### config.mk
export PLATFORM = sky130hd
export DESIGN_NAME = tchan_cmp
export DESIGN_NICKNAME = d
export VERILOG_FILES = /design/src/rtl/tchan_pkg.sv /design/src/rtl/tchan_match.sv /design/src/rtl/tchan_regs.sv /design/src/rtl/tchan_cmp.sv
export SDC_FILE = /design/constraint.sdc
export NUM_CORES = 1
export LEC_CHECK = 0
export ABC_AREA = 0
export BUFFER_PORTS_ARGS = -buffer_cell sky130_fd_sc_hd__buf_2
export CAP_MARGIN = 20
export CORE_ASPECT_RATIO = 1.2
export CORE_MARGIN = 2
export CORE_UTILIZATION = 45
export DETAILED_ROUTE_END_ITERATION = 16
export HOLD_SLACK_MARGIN = 0.1
export PLACE_DENSITY = 0.72
export SYNTH_ARGS = -nofsm -noshare
export SYNTH_HDL_FRONTEND = slang
export SYNTH_SLANG_ARGS = --single-unit
### constraint.sdc
create_clock -name clk_i -period 3.4 [get_ports clk_i]
set_input_delay 0.68 -clock clk_i [delete_from_list [all_inputs] [get_ports clk_i]]
set_output_delay 0.68 -clock clk_i [all_outputs]
set_load 0.05 [all_outputs]
### src/rtl/tchan_pkg.sv
package tchan_pkg;
   typedef enum logic {
      CH_ONESHOT  = 1'b0,
      CH_PERIODIC = 1'b1
   } ch_mode_e;
endpackage

### src/rtl/tchan_match.sv
module tchan_match #(
   parameter int CW = 32
) (
   input  logic          clk_i,
   input  logic          rst_ni,
   input  logic [CW-1:0] cnt_i,
   input  logic          tick_i,
   input  logic          run_i,
   input  logic [CW-1:0] cmp_i,
   input  logic          cmp_wr_i,
   output logic          match_o,
   output logic          fire_o
);
   logic run_q, hit_q, fire_q, flush;

   assign match_o = tick_i && run_i && (cnt_i == cmp_i);
   assign flush   = run_q && !run_i && (cnt_i == cmp_i) && !hit_q;
   assign fire_o  = fire_q;

   always_ff @(posedge clk_i) begin
      if (!rst_ni) begin
         run_q  <= 1'b0;
         hit_q  <= 1'b0;
         fire_q <= 1'b0;
      end else begin
         run_q  <= run_i;
         fire_q <= match_o || flush;
         if (cmp_wr_i)
            hit_q <= 1'b0;
         else if (tick_i && run_i)
            hit_q <= match_o;
      end
   end


   fire_after_match_chk: assert property (@(posedge clk_i) disable iff (!rst_ni)
      (tick_i && run_i && cnt_i == cmp_i) |=> fire_o);

   idle_no_fire_chk: assert property (@(posedge clk_i) disable iff (!rst_ni)
      (!run_i && !run_q) |=> !fire_o);
endmodule

### src/rtl/tchan_regs.sv
module tchan_regs
   import tchan_pkg::*;
#(
   parameter int CW          = 32,
   parameter bit PERIODIC_EN = 1'b1
) (
   input  logic          clk_i,
   input  logic          rst_ni,
   input  logic          cfg_wr_i,
   input  logic          cfg_periodic_i,
   input  logic          cfg_valset_i,
   input  logic          cmp_wr_i,
   input  logic [CW-1:0] cmp_wdata_i,
   input  logic          match_i,
   output logic [CW-1:0] cmp_o,
   output logic [CW-1:0] period_o,
   output logic          periodic_o,
   output logic          valset_o
);
   localparam logic [CW-1:0] CMP_RST = {CW{1'b1}};

   ch_mode_e      mode_q;
   logic [CW-1:0] period_q, cmp_q;
   logic          valset_q;

   generate
      if (PERIODIC_EN) begin : g_per
         always_ff @(posedge clk_i) begin
            if (!rst_ni) begin
               mode_q   <= CH_ONESHOT;
               period_q <= '0;
            end else begin
               if (cfg_wr_i)
                  mode_q <= cfg_periodic_i ? CH_PERIODIC : CH_ONESHOT;
               if (cfg_wr_i && !cfg_periodic_i)
                  period_q <= '0;
               else if (cmp_wr_i && mode_q == CH_PERIODIC)
                  period_q <= cmp_wdata_i;
            end
         end
      end else begin : g_oneshot
         logic unused_mode;
         assign unused_mode = cfg_periodic_i;
         assign mode_q      = CH_ONESHOT;
         assign period_q    = '0;
      end
   endgenerate

   always_ff @(posedge clk_i) begin
      if (!rst_ni) begin
         cmp_q    <= CMP_RST;
         valset_q <= 1'b0;
      end else begin
         if (cmp_wr_i)
            valset_q <= 1'b0;
         else if (cfg_wr_i)
            valset_q <= cfg_valset_i;
         if (cmp_wr_i) begin
            if (mode_q == CH_ONESHOT || valset_q)
               cmp_q <= cmp_wdata_i;
         end else if (match_i && mode_q == CH_PERIODIC) begin
            cmp_q <= cmp_q + period_q;
         end
      end
   end

   assign cmp_o      = cmp_q;
   assign period_o   = period_q;
   assign periodic_o = (mode_q == CH_PERIODIC);
   assign valset_o   = valset_q;


   valset_clear_chk: assert property (@(posedge clk_i) disable iff (!rst_ni)
      cmp_wr_i |=> !valset_o);

   period_zero_chk: assert property (@(posedge clk_i) disable iff (!rst_ni)
      (cfg_wr_i && !cfg_periodic_i) |=> (period_o == '0));

   oneshot_load_chk: assert property (@(posedge clk_i) disable iff (!rst_ni)
      (cmp_wr_i && !periodic_o) |=> (cmp_o == $past(cmp_wdata_i)));

   periodic_hold_chk: assert property (@(posedge clk_i) disable iff (!rst_ni)
      (cmp_wr_i && periodic_o && !valset_o) |=> $stable(cmp_o));
endmodule

### src/rtl/tchan_cmp.sv
module tchan_cmp #(
   parameter int CW          = 32,
   parameter int NCHAN       = 8,
   parameter int CHAN_IDX    = 0,
   parameter bit PERIODIC_EN = 1'b1
) (
   input  logic          clk_i,
   input  logic          rst_ni,
   input  logic [CW-1:0] cnt_i,
   input  logic          cnt_tick_i,
   input  logic          cnt_run_i,
   input  logic          cfg_wr_i,
   input  logic          cfg_periodic_i,
   input  logic          cfg_valset_i,
   input  logic          cmp_wr_i,
   input  logic [CW-1:0] cmp_wdata_i,
   output logic          fire_o,
   output logic [CW-1:0] cmp_o,
   output logic [CW-1:0] period_o,
   output logic          periodic_o,
   output logic          valset_o
);
   generate
      if (NCHAN < 3 || NCHAN > 32) begin : g_bad_nchan
         $error("tchan_cmp: NCHAN must lie in 3..32");
      end
      if (CHAN_IDX < 0 || CHAN_IDX >= NCHAN) begin : g_bad_idx
         $error("tchan_cmp: CHAN_IDX out of range");
      end
      if (CW < 2) begin : g_bad_cw
         $error("tchan_cmp: CW too small");
      end
   endgenerate

   logic match;

   tchan_match #(.CW(CW)) u_match (
      .clk_i    (clk_i),
      .rst_ni   (rst_ni),
      .cnt_i    (cnt_i),
      .tick_i   (cnt_tick_i),
      .run_i    (cnt_run_i),
      .cmp_i    (cmp_o),
      .cmp_wr_i (cmp_wr_i),
      .match_o  (match),
      .fire_o   (fire_o)
   );

   tchan_regs #(.CW(CW), .PERIODIC_EN(PERIODIC_EN)) u_regs (
      .clk_i          (clk_i),
      .rst_ni         (rst_ni),
      .cfg_wr_i       (cfg_wr_i),
      .cfg_periodic_i (cfg_periodic_i),
      .cfg_valset_i   (cfg_valset_i),
      .cmp_wr_i       (cmp_wr_i),
      .cmp_wdata_i    (cmp_wdata_i),
      .match_i        (match),
      .cmp_o          (cmp_o),
      .period_o       (period_o),
      .periodic_o     (periodic_o),
      .valset_o       (valset_o)
   );


   periodic_advance_chk: assert property (@(posedge clk_i) disable iff (!rst_ni)
      (cnt_tick_i && cnt_run_i && cnt_i == cmp_o && periodic_o && !cmp_wr_i && !cfg_wr_i)
      |=> (cmp_o == $past(cmp_o) + $past(period_o)));
endmodule

==> out/qor.yml <==
io_pins: 139
final_max_slew_viol_count: 0
path_max_fanout: 4
final_core_util: 0.573
p_sw_mw: 0.971
vias: 5006
final.setup.tns_ps: 0
clk_pin_slew_ps: 50
synth_fp_nets: 720
antenna_found_initial: 0
syn2layout_area_growth_pct: 23.2
cp-start-kind: "flip-flop"
seqPwrFrac: 0.330
fill_cells: 990
p_clk_frac: 0.355
post-place-cells: 857
clockBufferDepth: 2
core_sq_um: 10100
clock-sinks: 69
clock_latency_ps: 340
maxCapViolations: 0
yosysTopAreaCellShare: 0.294
setup_viol: 0
grt_pass1_wl_um: 24200
final_area_sq_um: 5790
grt_max_degree: 40
synth_common_cells: "140 x nand2_1, 69 x dfxtp_1, 67 x a21oi_1"
gr-total-overflow: 0
required_ps: 3630
layout-drive-gt1-share: 0.226
grt_setup_unrepaired: "false"
yosysWarnings: 0
placed_area_sq_um: 5500
yosysMostFrequentCell: "nand2_1"
min_period_ps: 3030
hold_buffers: 0
fmax_mhz: 330
yosysTopAreaCell: "dfxtp_1"
grt_use_total: 0.269
ant_nets: 0
yosysSeqAreaShare: 0.294
cts-buffers-inserted: 9
htreeDepth: 3
final_cells: 871
grt_pass1_vias: 4832
critPathMaxStageDelay_ps: 410
finClkSkew_ps: 2.56
fin_crit_sh: 0.890
die_height_um: 116
slowest_stage: "fa_1"
crit_path_end_kind: "flip-flop"
hold_violations: 0
yosys-top-cells-area: "dfxtp_1 29%, nand2_1 11%, xor2_1 8.4%"
syn_inst: 616
final_nets: 846
first_pass_iters: 5
ir_drop_v: 0.000215
place.gp.congestion: 0.942
swShare: 0.352
syn-cell-area_sq_um: 4700
cp_top_family: "compound AO/OA/AOI/OAI gates"
drt-initial-drc-count: 239
drc: 0
ys.flop_type: "dfxtp_1"
viasPerCell: 5.75
p_int_mw: 1.79
path_buf_inv: 0
p_leak_nw: 2.65
ys_types: 58
dp.final_hpwl_um: 11600
routed_wl_um: 15100
start_util: 0.465
synth.avg_cell_area_sq_um: 7.63
crit_type: "reg -> reg"
synth-seq-cells: 69
synth_edf_count: 0
comb_power_share: 0.315
relSlewSlack: 0.606
fp.dieArea_sq_um: 11300
worstHoldPathType: "reg -> reg"
diodes: 0
worst_ep_arrival_time_ps: 3260
cts-root-buf: "clkbuf_16"
cts.repair.resized: 0
cts_tree: "done"
crit_chain: "ha_1, fa_1, a21o_1, a221oi_4, o21ai_2, a21oi_2, o311ai_1, a221oi_2, mux2i_1, a221o_1"
async_flop_share: 0
hold_ws_ps: 465
rows: 40
io_buffers: 138
die_x_um: 97.3
cts_setup_buffers: 0
status: "finished, final reports clean"
worstMarginPinSlew_ps: 591
power_density_nw_per_um2: 477
wl_per_cell_um: 17.4
==> cell families after synthesis <==
| family | synth area share |
|---|---|
| and+or+nand+nor | 0.203 |
| xor gates and xnor gates | 0.102 |
| AOI/OAI and AO/OA | 0.257 |
| DFF | 0.294 |
| adders and majority gates | 0.0867 |
| muxes | 0.0149 |
| buffers and inverters | 0.0426 |
==> flip-flops by register name, summed over array words and instances (netlist names) <==
| register | cells |
|---|---|
| u_regs.cmp_o | 32 |
| u_regs.period_o | 32 |
| u_match.fire_o | 1 |
| u_match.hit_q | 1 |
| u_match.run_q | 1 |
| u_regs.periodic_o | 1 |
| u_regs.valset_o | 1 |
==> area by class of cell <==
| cell class | instances | area, sq um | share of cell area |
|---|---|---|---|
| Clock inverter | 2 | 60.1 | 0.0104 |
| Multi-Input combinational cell | 495 | 3120 | 0.539 |
| Sequential cell | 69 | 1380 | 0.238 |
| Timing Repair Buffer | 147 | 758 | 0.131 |
| Tap cell | 126 | 158 | 0.0272 |
| Inverter | 20 | 75.1 | 0.0130 |
| Clock buffer | 12 | 236 | 0.0408 |
==> power by group through the flow <==
stage | clock network, mW | logic [mW] | registers [mW]
global placement | 0 | 0.847 | 0.926
global route | 1.03 | 0.948 | 0.918
detailed placement | 0 | 0.860 | 0.927
CTS | 0.993 | 0.866 | 0.911
finish | 0.979 | 0.871 | 0.911
floorplan | 0 | 0.485 | 1.06
==> cells in the final DEF (no fill, tap or decap), types with 4 or more instances in the layout <==
master,instances
a21o_1,10
a21oi_1,67
a221oi_1,4
a31oi_1,4
a41oi_1,4
and2_1,6
and3_1,5
buf_2,138
buf_4,9
clkbuf_16,9
dfxtp_1,69
ha_1,31
inv_1,20
mux2i_1,7
nand2_1,140
nand3_1,4
nand4_1,10
nor2_1,24
nor3_1,7
nor4_1,10
o2111ai_1,4
o211a_1,4
o211ai_1,12
o21a_1,5
o21ai_0,29
o21ai_1,6
o21bai_1,4
xnor2_1,10
xor2_1,45
==> worst min-delay path: stages (launching register included) <==
cell and delay, ps:
dfxtp_1 310, nand2_1 50, a21oi_1 60
==> final timing paths <==
| check | from | endpoint | slack, ps | depth (start not counted) |
|---|---|---|---|---|
| min | u_match.hit_q | u_match.hit_q | 460 | 2 |
| max reg2reg | u_regs.cmp_o[0] | u_regs.cmp_o[28] | 370 | 10 |
| max | u_regs.cmp_o[0] | u_regs.cmp_o[28] | 370 | 10 |
| min reg2reg | u_match.hit_q | u_match.hit_q | 460 | 2 |
==> through the flow <==
stage	power [mW]	worst slack, ps
after floorplan	1.55	435
after global placement	1.77	484
after detailed placement	1.79	412
after CTS	2.77	406
after global routing	2.89	200
final	2.76	373
==> metal layers <==
metal	track usage	part of all wire
met4	0.134	0.039
met5	0	0
met1	0.329	0.42
met3	0.0446	0.069
met2	0.462	0.48
Power figures use the tool's default switching activity.
